### config.mk
export PLATFORM = sky130hd
export DESIGN_NAME = dualw_alu
export DESIGN_NICKNAME = d
export VERILOG_FILES = /design/src/rtl/dualw_alu_pkg.sv /design/src/rtl/dualw_alu_arith.sv /design/src/rtl/dualw_alu_logic.sv /design/src/rtl/dualw_alu_shift.sv /design/src/rtl/dualw_alu.sv
export SDC_FILE = /design/constraint.sdc
export NUM_CORES = 1
export LEC_CHECK = 0
export BUFFER_PORTS_ARGS = -buffer_cell sky130_fd_sc_hd__buf_2
export CORE_ASPECT_RATIO = 0.9
export CORE_MARGIN = 8
export CORE_UTILIZATION = 50
export CTS_BUF_LIST = sky130_fd_sc_hd__clkbuf_16
export DETAILED_ROUTE_END_ITERATION = 16
export PLACE_DENSITY = 0.69
export SETUP_SLACK_MARGIN = 0.15
export SYNTH_ARGS = -nofsm -noshare
export SYNTH_HDL_FRONTEND = slang
export SYNTH_SLANG_ARGS = --single-unit
### constraint.sdc
create_clock -name clk -period 30.9 [get_ports clk]
set_input_delay 6.18 -clock clk [delete_from_list [all_inputs] [get_ports clk]]
set_output_delay 6.18 -clock clk [all_outputs]
set_load 0.01 [all_outputs]
### src/rtl/dualw_alu_pkg.sv
package dualw_alu_pkg;
  typedef enum logic [3:0] {
    OP_ADD = 4'd0, OP_SUB = 4'd1, OP_CMP = 4'd2, OP_INC = 4'd3,
    OP_DEC = 4'd4, OP_MUL = 4'd5, OP_DIV = 4'd6, OP_AND = 4'd7,
    OP_OR  = 4'd8, OP_XOR = 4'd9, OP_NOT = 4'd10, OP_SHL = 4'd11,
    OP_SHR = 4'd12
  } alu_op_e;

  function automatic logic is_arith(input logic [3:0] op);
    return op <= 4'd6;
  endfunction

  function automatic logic is_logic(input logic [3:0] op);
    return (op >= 4'd7) && (op <= 4'd10);
  endfunction

  function automatic logic is_shift(input logic [3:0] op);
    return (op == 4'd11) || (op == 4'd12);
  endfunction
endpackage

### src/rtl/dualw_alu_arith.sv
module dualw_alu_arith
  import dualw_alu_pkg::*;
#(
  parameter int W = 16
) (
  input  logic [3:0]   op,
  input  logic         narrow,
  input  logic [W-1:0] a_m,
  input  logic [W-1:0] b_m,
  output logic [W-1:0] y,
  output logic         c_out,
  output logic         trap
);
  localparam int HW = W / 2;

  logic [W-1:0]   b_eff;
  logic [W:0]     sum;
  logic [W:0]     diff;
  logic [2*W-1:0] prod;
  logic [W-1:0]   quot;

  always_comb begin
    b_eff = ((op == OP_INC) || (op == OP_DEC)) ? W'(1) : b_m;
    sum   = {1'b0, a_m} + {1'b0, b_eff};
    diff  = {1'b0, a_m} - {1'b0, b_eff};
    prod  = {{W{1'b0}}, a_m} * {{W{1'b0}}, b_m};
    quot  = (b_m == '0) ? '0 : (a_m / b_m);
    trap  = (op == OP_DIV) && (b_m == '0);
    y     = '0;
    c_out = 1'b0;
    case (op)
      OP_ADD, OP_INC: begin
        y     = sum[W-1:0];
        c_out = narrow ? sum[HW] : sum[W];
      end
      OP_SUB, OP_DEC, OP_CMP: begin
        y     = diff[W-1:0];
        c_out = diff[W];
      end
      OP_MUL: begin
        y     = prod[W-1:0];
        c_out = narrow ? (|prod[W-1:HW]) : (|prod[2*W-1:W]);
      end
      OP_DIV: begin
        y     = quot;
        c_out = 1'b0;
      end
      default: ;
    endcase
  end
endmodule

### src/rtl/dualw_alu_logic.sv
module dualw_alu_logic
  import dualw_alu_pkg::*;
#(
  parameter int W = 16
) (
  input  logic [3:0]   op,
  input  logic [W-1:0] a_m,
  input  logic [W-1:0] b_m,
  output logic [W-1:0] y
);
  always_comb begin
    case (op)
      OP_AND:  y = a_m & b_m;
      OP_OR:   y = a_m | b_m;
      OP_XOR:  y = a_m ^ b_m;
      OP_NOT:  y = ~a_m;
      default: y = '0;
    endcase
  end
endmodule

### src/rtl/dualw_alu_shift.sv
module dualw_alu_shift
  import dualw_alu_pkg::*;
#(
  parameter int W = 16
) (
  input  logic [3:0]   op,
  input  logic         narrow,
  input  logic [W-1:0] a_m,
  input  logic [W-1:0] cnt,
  output logic [W-1:0] y,
  output logic         c_out
);
  localparam int HW = W / 2;

  logic [W:0] left_x;
  logic [W:0] right_x;

  always_comb begin
    left_x  = {1'b0, a_m} << cnt;
    right_x = {a_m, 1'b0} >> cnt;
    if (op == OP_SHL) begin
      y     = left_x[W-1:0];
      c_out = narrow ? left_x[HW] : left_x[W];
    end else begin
      y     = right_x[W:1];
      c_out = right_x[0];
    end
  end
endmodule

### src/rtl/dualw_alu.sv
module dualw_alu
  import dualw_alu_pkg::*;
#(
  parameter int W = 16
) (
  input  logic         clk,
  input  logic         rst,
  input  logic         issue,
  input  logic [3:0]   op_sel,
  input  logic         byte_mode,
  input  logic [15:0]  opnd_a,
  input  logic [15:0]  opnd_b,
  output logic [15:0]  res,
  output logic         res_we,
  output logic         carry,
  output logic         zero,
  output logic         div_trap
);
  localparam int HW = W / 2;
  localparam logic [W-1:0] LO_MASK = {{HW{1'b0}}, {HW{1'b1}}};

  logic [W-1:0] a_m, b_m;
  logic [W-1:0] y_ar, y_lg, y_sh, y_sel, y_trunc;
  logic         c_ar, c_sh, c_sel, trap_ar;
  logic         op_known, do_write, do_flags;

  assign a_m = byte_mode ? (opnd_a & LO_MASK) : opnd_a;
  assign b_m = byte_mode ? (opnd_b & LO_MASK) : opnd_b;

  dualw_alu_arith #(.W(W)) u_arith (
    .op(op_sel), .narrow(byte_mode), .a_m(a_m), .b_m(b_m),
    .y(y_ar), .c_out(c_ar), .trap(trap_ar)
  );

  dualw_alu_logic #(.W(W)) u_logic (
    .op(op_sel), .a_m(a_m), .b_m(b_m), .y(y_lg)
  );

  dualw_alu_shift #(.W(W)) u_shift (
    .op(op_sel), .narrow(byte_mode), .a_m(a_m), .cnt(b_m),
    .y(y_sh), .c_out(c_sh)
  );

  always_comb begin
    op_known = is_arith(op_sel) || is_logic(op_sel) || is_shift(op_sel);
    if (is_shift(op_sel)) begin
      y_sel = y_sh;
      c_sel = c_sh;
    end else if (is_logic(op_sel)) begin
      y_sel = y_lg;
      c_sel = 1'b0;
    end else begin
      y_sel = y_ar;
      c_sel = c_ar;
    end
    if (!op_known || trap_ar) y_sel = '0;
    y_trunc  = byte_mode ? (y_sel & LO_MASK) : y_sel;
    do_write = op_known && !trap_ar && (op_sel != OP_CMP);
    do_flags = op_known && !trap_ar && !is_logic(op_sel);
  end

  always_ff @(posedge clk) begin
    if (rst) begin
      res      <= '0;
      res_we   <= 1'b0;
      carry    <= 1'b0;
      zero     <= 1'b0;
      div_trap <= 1'b0;
    end else begin
      res_we   <= issue && do_write;
      div_trap <= issue && trap_ar;
      if (issue) res <= y_trunc;
      if (issue && do_flags) begin
        carry <= c_sel;
        zero  <= (y_trunc == '0);
      end
    end
  end


  we_needs_issue_chk: assert property (@(posedge clk) disable iff (rst)
    res_we |-> $past(issue));

  flags_hold_chk: assert property (@(posedge clk) disable iff (rst)
    !issue |=> $stable({carry, zero}));

  cmp_no_write_chk: assert property (@(posedge clk) disable iff (rst)
    (issue && op_sel == OP_CMP) |=> !res_we);

  trap_blocks_write_chk: assert property (@(posedge clk) disable iff (rst)
    div_trap |-> !res_we);

  trap_only_div_chk: assert property (@(posedge clk) disable iff (rst)
    div_trap |-> ($past(op_sel) == OP_DIV));

  byte_upper_chk: assert property (@(posedge clk) disable iff (rst)
    (issue && byte_mode) |=> (res[W-1:HW] == '0));
endmodule

# After elaboration in Yosys (flattened, before gate mapping)
# Cells that the tools add are included.
[totals]
regBits = 20
rom_bits = 0
mem_bits_rw = 0
out_inout_bits = 20
memories = 0
word_cells = 72
input_bits = 40
latchBits = 0
[classes]
bitwise_logic = 4
n_shift = 2
addsub = 2
mux = 18
eq_ne = 13
reduce_logical = 23
div = 1
n_lt_le_gt_ge = 3
n_mul = 1
[ops]
columns = ["op", "n"]
rows = [
  ["two-way mux 16 bit", 9],
  ["case mux 16 bit (4 select lines)", 2],
  ["logical NOT 16 bit", 2],
  ["multiplier 16 x 16 -> 32 bit", 1],
  ["equality test 4 bit, second input constant", 5],
  ["adder 16 x 16 -> 17 bit", 1],
  ["<< shifter 16 x 16 -> 17 bit", 1],
  ["right shift 17 x 16 -> 17 bit", 1],
  ["subtractor 16 x 16 -> 17 bit", 1],
  ["bitwise AND 16 bit", 1],
  ["divider 16 x 16 -> 16 bit", 1],
  ["equality test 4 x 3 -> 1 bit, second input constant", 4],
  ["NOT 16 bit", 1],
  ["bitwise OR 16 bit", 1],
  ["OR reduction 16 bit", 1],
  ["bitwise XOR 16 bit", 1],
  ["equality test 4 x 2 -> 1 bit, second input constant", 2],
  ["logical AND 1 bit", 8],
  ["OR reduction 8 bit", 1],
  ["two-way mux 1 bit", 6],
  ["logical OR 1 bit", 5],
  ["equality test 4 x 1 -> 1 bit, second input constant", 1],
  [">= comparator 4 x 3 -> 1 bit, second input constant", 1],
  ["less-or-equal comparator 4 x 3 -> 1 bit, second input constant", 1],
  ["7 further kinds", 9],
]

# Depth between registers and ports, before layout
[logic_depth]
word_depth = 10
mapped_depth = 136
ltp_nobuf = 122

# By module
# From an unflattened synthesis, not the netlist that was laid out.
[hier_totals]
hier_cells = 2973
hier_area_um2 = 22720.5
[by_module_without_submodules]
columns = ["module", "seq_area_each_um2", "area_each_um2", "cells_each", "n_inst"]
rows = [
  ["dualw_alu_arith", 0.0, 17539.3, 2303, 1],
  ["dualw_alu", 400.4, 2230.9, 303, 1],
  ["dualw_alu_shift", 0.0, 1899.3, 242, 1],
  ["dualw_alu_logic", 0.0, 1051.0, 125, 1],
]

# Worst setup path before layout
# No wires, ideal clock.
[synth_timing]
kind = "input-to-reg"
start = "in opnd_b[0]"
end = "reg zero"
cell_stages = 122
required_ns = 30.799
setup_slack_ns = -1.702
t_arrival_ns = 32.501
path_buffers = 15
setup_ns = 0.101
path_cell_list = "buf_2 -> inv_2 -> buf_1 -> ha_1 -> a21oi_1 -> ha_1 -> nor4b_1 -> nor3_1 -> o22a_4 -> ha_1 -> a211oi_1 -> o21ai_0 -> nand3_1 -> mux2_2 -> ha_1 -> nor2_1 -> a211oi_2 -> and3_1 -> (+86 left out) -> a21oi_1 -> and4_1 -> o31ai_1 -> buf_2 -> o211ai_1 -> o21ai_0 -> o21ai_1 -> ha_1 -> a211oi_1 -> nor2_1 -> nor4_1 -> o211ai_1 -> a31oi_1 -> a211oi_1 -> a311o_1 -> nor4_1 -> nand3_1 -> o41ai_1"
[synth_between]
elab_chain_len = 9
elab_cells_between_ends = 27
cone_classes = "2 x add/sub; 1 x mul; 1 x div; 2 x shift; 10 x mux; 3 x bitwise; 8 x reduce/logical"
[synth_rtl]
columns = ["item", "line_no", "text"]
rows = [
  ["start, declared", "dualw_alu.sv:12", "input logic [15:0] opnd_b,"],
  ["two-way mux 16 bit (*)", "dualw_alu.sv:28", "assign b_m = byte_mode ? (opnd_b & LO_MASK) : opnd_b;"],
  ["divider 16 x 16 -> 16 bit, or another cell as far along", "dualw_alu_arith.sv:27", "quot = (b_m == '0) ? '0 : (a_m / b_m);"],
  ["two-way mux 16 bit, or another cell as far along", "dualw_alu_arith.sv:27", ""],
  ["case mux 16 bit (4 select lines)", "dualw_alu_arith.sv:31", "case (op)"],
  ["two-way mux 16 bit", "dualw_alu.sv:49", "end else if (is_logic(op_sel)) begin"],
  ["two-way mux 16 bit", "dualw_alu.sv:46", "if (is_shift(op_sel)) begin"],
  ["two-way mux 16 bit", "dualw_alu.sv:56", "if (!op_known || trap_ar) y_sel = '0;"],
  ["two-way mux 16 bit", "dualw_alu.sv:57", "y_trunc = byte_mode ? (y_sel & LO_MASK) : y_sel;"],
  ["logical NOT 16 bit", "dualw_alu.sv:75", "zero <= (y_trunc == '0);"],
  ["end signal, assigned", "dualw_alu.sv:75", ""],
  ["end, declared", "dualw_alu.sv:16", "output logic zero,"],
]
# Mark *: on every way between the ends. The rest lies on a longest branch, timed or not.
# A chain may end at the register's enable or synchronous reset.

# Worst setup path after layout
[layout_timing]
start = "in opnd_b[11]"
end = "reg zero"
# Same word-level chain as after synthesis.

==> results by group <==
Min path
  – Hold WC Path Type: flop to flop
  – Hold Crit Start: res[9]
  – Hold depth: 2
  – Hold path endpoint: res[9]

Drt
  – Via-to-Cell Ratio: between 6 and 7
  – Router iterations before antenna repair: 6
  – Vias: 23900
  – Total Routed Length: 92300 um
  – Initial detailed-routing violation count: roughly 2400
  – Final ANT Viol Nets: 0
  – Wirelength per Cell: approximately 25 um
  – DRC: 0

Logic synthesis
  – Synthesized instance count: slightly below 3000
  – Yosys top cell area share: between 15 and 20%
  – Seq/Total Area, Yosys: approximately 1.8%
  – Avg Inst Size Synth: around 7.5 um^2
  – Ys flop type: dfxtp_1
  – Synth warn: 0
  – Yosys reg bits: 20
  – Count of cell types in the netlist: 114
  – Asr flop ratio synth: 0%
  – Synth Net Count: 3445
  – Synth area leaders: fa_1 (18%), ha_1 (18%), inv_1 (5.8%), nor2_1 (5.4%), nand2_1 (4.5%)
  – Synthesized area: about 22000 um^2
  – Post-synth EDFFs: 0
  – Post-synth top area cell: fa_1

Die
  – I/O pin total: 60
  – Core area: approximately 43000 um^2
  – Initial core utilization: approximately half
  – Row Count: 72
  – Chip width: approximately 240 um
  – Die area: ~50000 um^2
  – Die Ht: about 210 um

Finish
  – Layout cell share with drive strength beyond 1: around 20%
  – Final non-filler cell total: between 3000 and 4000
  – Area growth syn-to-layout: 17.0%
  – Filler instances: between 3000 and 4000
  – Layout Nets: 3663
  – Design area: roughly 26000 um^2
  – Most frequent cells in the layout: inv_1 (334), nor2_1 (306), ha_1 (291)
  – Commonest non-fill, non-tap cell in the layout: inv_1

Timing
  – Worst Tran Pin Value: about 1300 ps
  – Hold Vio Cnt, Final: 0
  – FMAX: about 33 MHz
  – Tcrit/Tclk final: between 90% and 100%
  – Max Slew Vio Count: 0
  – Final setup violation count: 0
  – Worst Skew: 0 ps
  – Slew headroom: between 10% and 20%
  – Hold slack: around 470 ps
  – Crit path time final: about 30000 ps
  – RSZ-0062 raised after global routing: true

Setup path
  – R2r endpoint: res[15]
  – Critical path class: primary input to flop
  – WP data arrival: roughly 30000 ps
  – CP most frequent cell: ha_1
  – R2R Setup Slk: roughly 30000 ps
  – Startpoint types: primary input
  – Worst Setup End Kind: flop
  – Worst r2r src: res[15]
  – Critical Path RT: just over 30000 ps
  – CP max stage cell: or4b_1
  – Crit path launch: opnd_b[11]
  – CP Max Fanout: 8
  – CP max stage delay: around 510 ps
  – R2R cell count: 2

Clock network
  – Clk_lat worst skew: 260 ps
  – CTS tree: built
  – Htree depth: 1
  – Total CTS buffers: 3
  – Reg clk slew, reported paths: around 60 ps
  – Root Buffer: clkbuf_16
  – Clock Path Buffers: 2
  – Clk sinks: 20

Job
  – MaxCap Viol Count: 0

Placement
  – Routability cong.: 1.02
  – # port buffers: between 50 and 60
  – Dpl cells: between 3000 and 4000
  – Detailed Place HPWL: 70500 um
  – DP Area: between 20000 and 25000 um^2

GRT
  – Vias in the first global route: approximately 23000
  – First-pass GRT wire length: roughly 140000 um
  – Initial antenna violation count: 3
  – GR Overflow Total: 0
  – Largest net degree at the start of global routing: between 40 and 50
  – GRT Total Usage: 34.4%

Run status
  – Status: complete, no violations
## Yosys cell counts, types with 20 or more instances
cell,instances
a211oi_1,37
a21o_1,50
a21oi_1,159
a31oi_1,31
and2_1,62
buf_2,25
clkbuf_1,94
dfxtp_1,20
fa_1,196
ha_1,310
inv_1,336
mux2_2,35
mux2i_1,41
nand2_1,263
nand2b_1,22
nand3_1,55
nand4_1,21
nor2_1,314
nor2b_1,35
nor3_1,64
o211ai_1,30
o21a_1,42
o21ai_0,122
or3_1,29
xnor2_1,58
xor2_1,30
## worst max-delay path: cells and delay by family
| family | cells | cell delay [ps] |
|---|---|---|
| muxes | 4 | 1420 |
| and+or+nand+nor | 35 | 6490 |
| adders and majority gates | 15 | 4080 |
| buffers and inverters | 11 | 1490 |
| AOI/OAI and AO/OA | 55 | 10670 |
## registers in the layout (all words and copies together) (netlist names)
register and cells:
res 16, res_we 1, zero 1, carry 1, div_trap 1
## routing by layer
metal	vias up	part of all wire (%)	global-route usage [%]
met1	11500	40	45.7
met2	1474	43	52.1
met5	-	0	0
met4	0	5.2	15.0
li1	10600	-	-
met3	302	12	9.33
## worst max path at each step
stage | end | depth (start not counted)
after floorplan | zero | 124
after global placement | zero | 119
after detailed placement | zero | 114
after CTS | zero | 118
after global routing | zero | 124
final | zero | 120
## through the flow
stage	TNS, ps	worst slack, ps	util [%]
finish	0	669	59.3
global route	-731	-481	59.3
CTS	0	167	56.8
detailed placement	-1660	-918	56.2
global placement	-66.5	-66.5	56.2
floorplan	0	156	-
## repair_timing
item                                    4_1_cts  5_1_grt
hold buffers                                  0        0
endpoints found under the hold margin         0        0
cloned                                        0        3
setup buffers                                 3       30
endpoints found under the setup margin        2        2
pin swaps                                     7       67
gates resized for setup                      21      157
## final cells by class
class	count	area (um^2)	area share, %
sequential	20	400	1.57
clock buffer	3	75.1	0.294
multi-input combinational	2385	20400	80.0
tap	555	694	2.72
timing repair buffer	353	2560	10.0
antenna	5	12.5	0.0490
clock inverter	1	30.0	0.118
inverter	354	1330	5.20
## kinds of logic after synthesis
kind of cell | after synthesis | synth area share [%]
simple gates | 971 | 21.2
buf+inv | 495 | 8.90
flops | 20 | 1.83
mux | 95 | 5.61
fa+ha+maj | 506 | 35.7
compound gates | 724 | 23.2
xor+xnor | 88 | 3.53
Power is left out: the tool's default activity adds up to more than one toggle a clock period on the data nets, which glitch-free logic cannot reach.
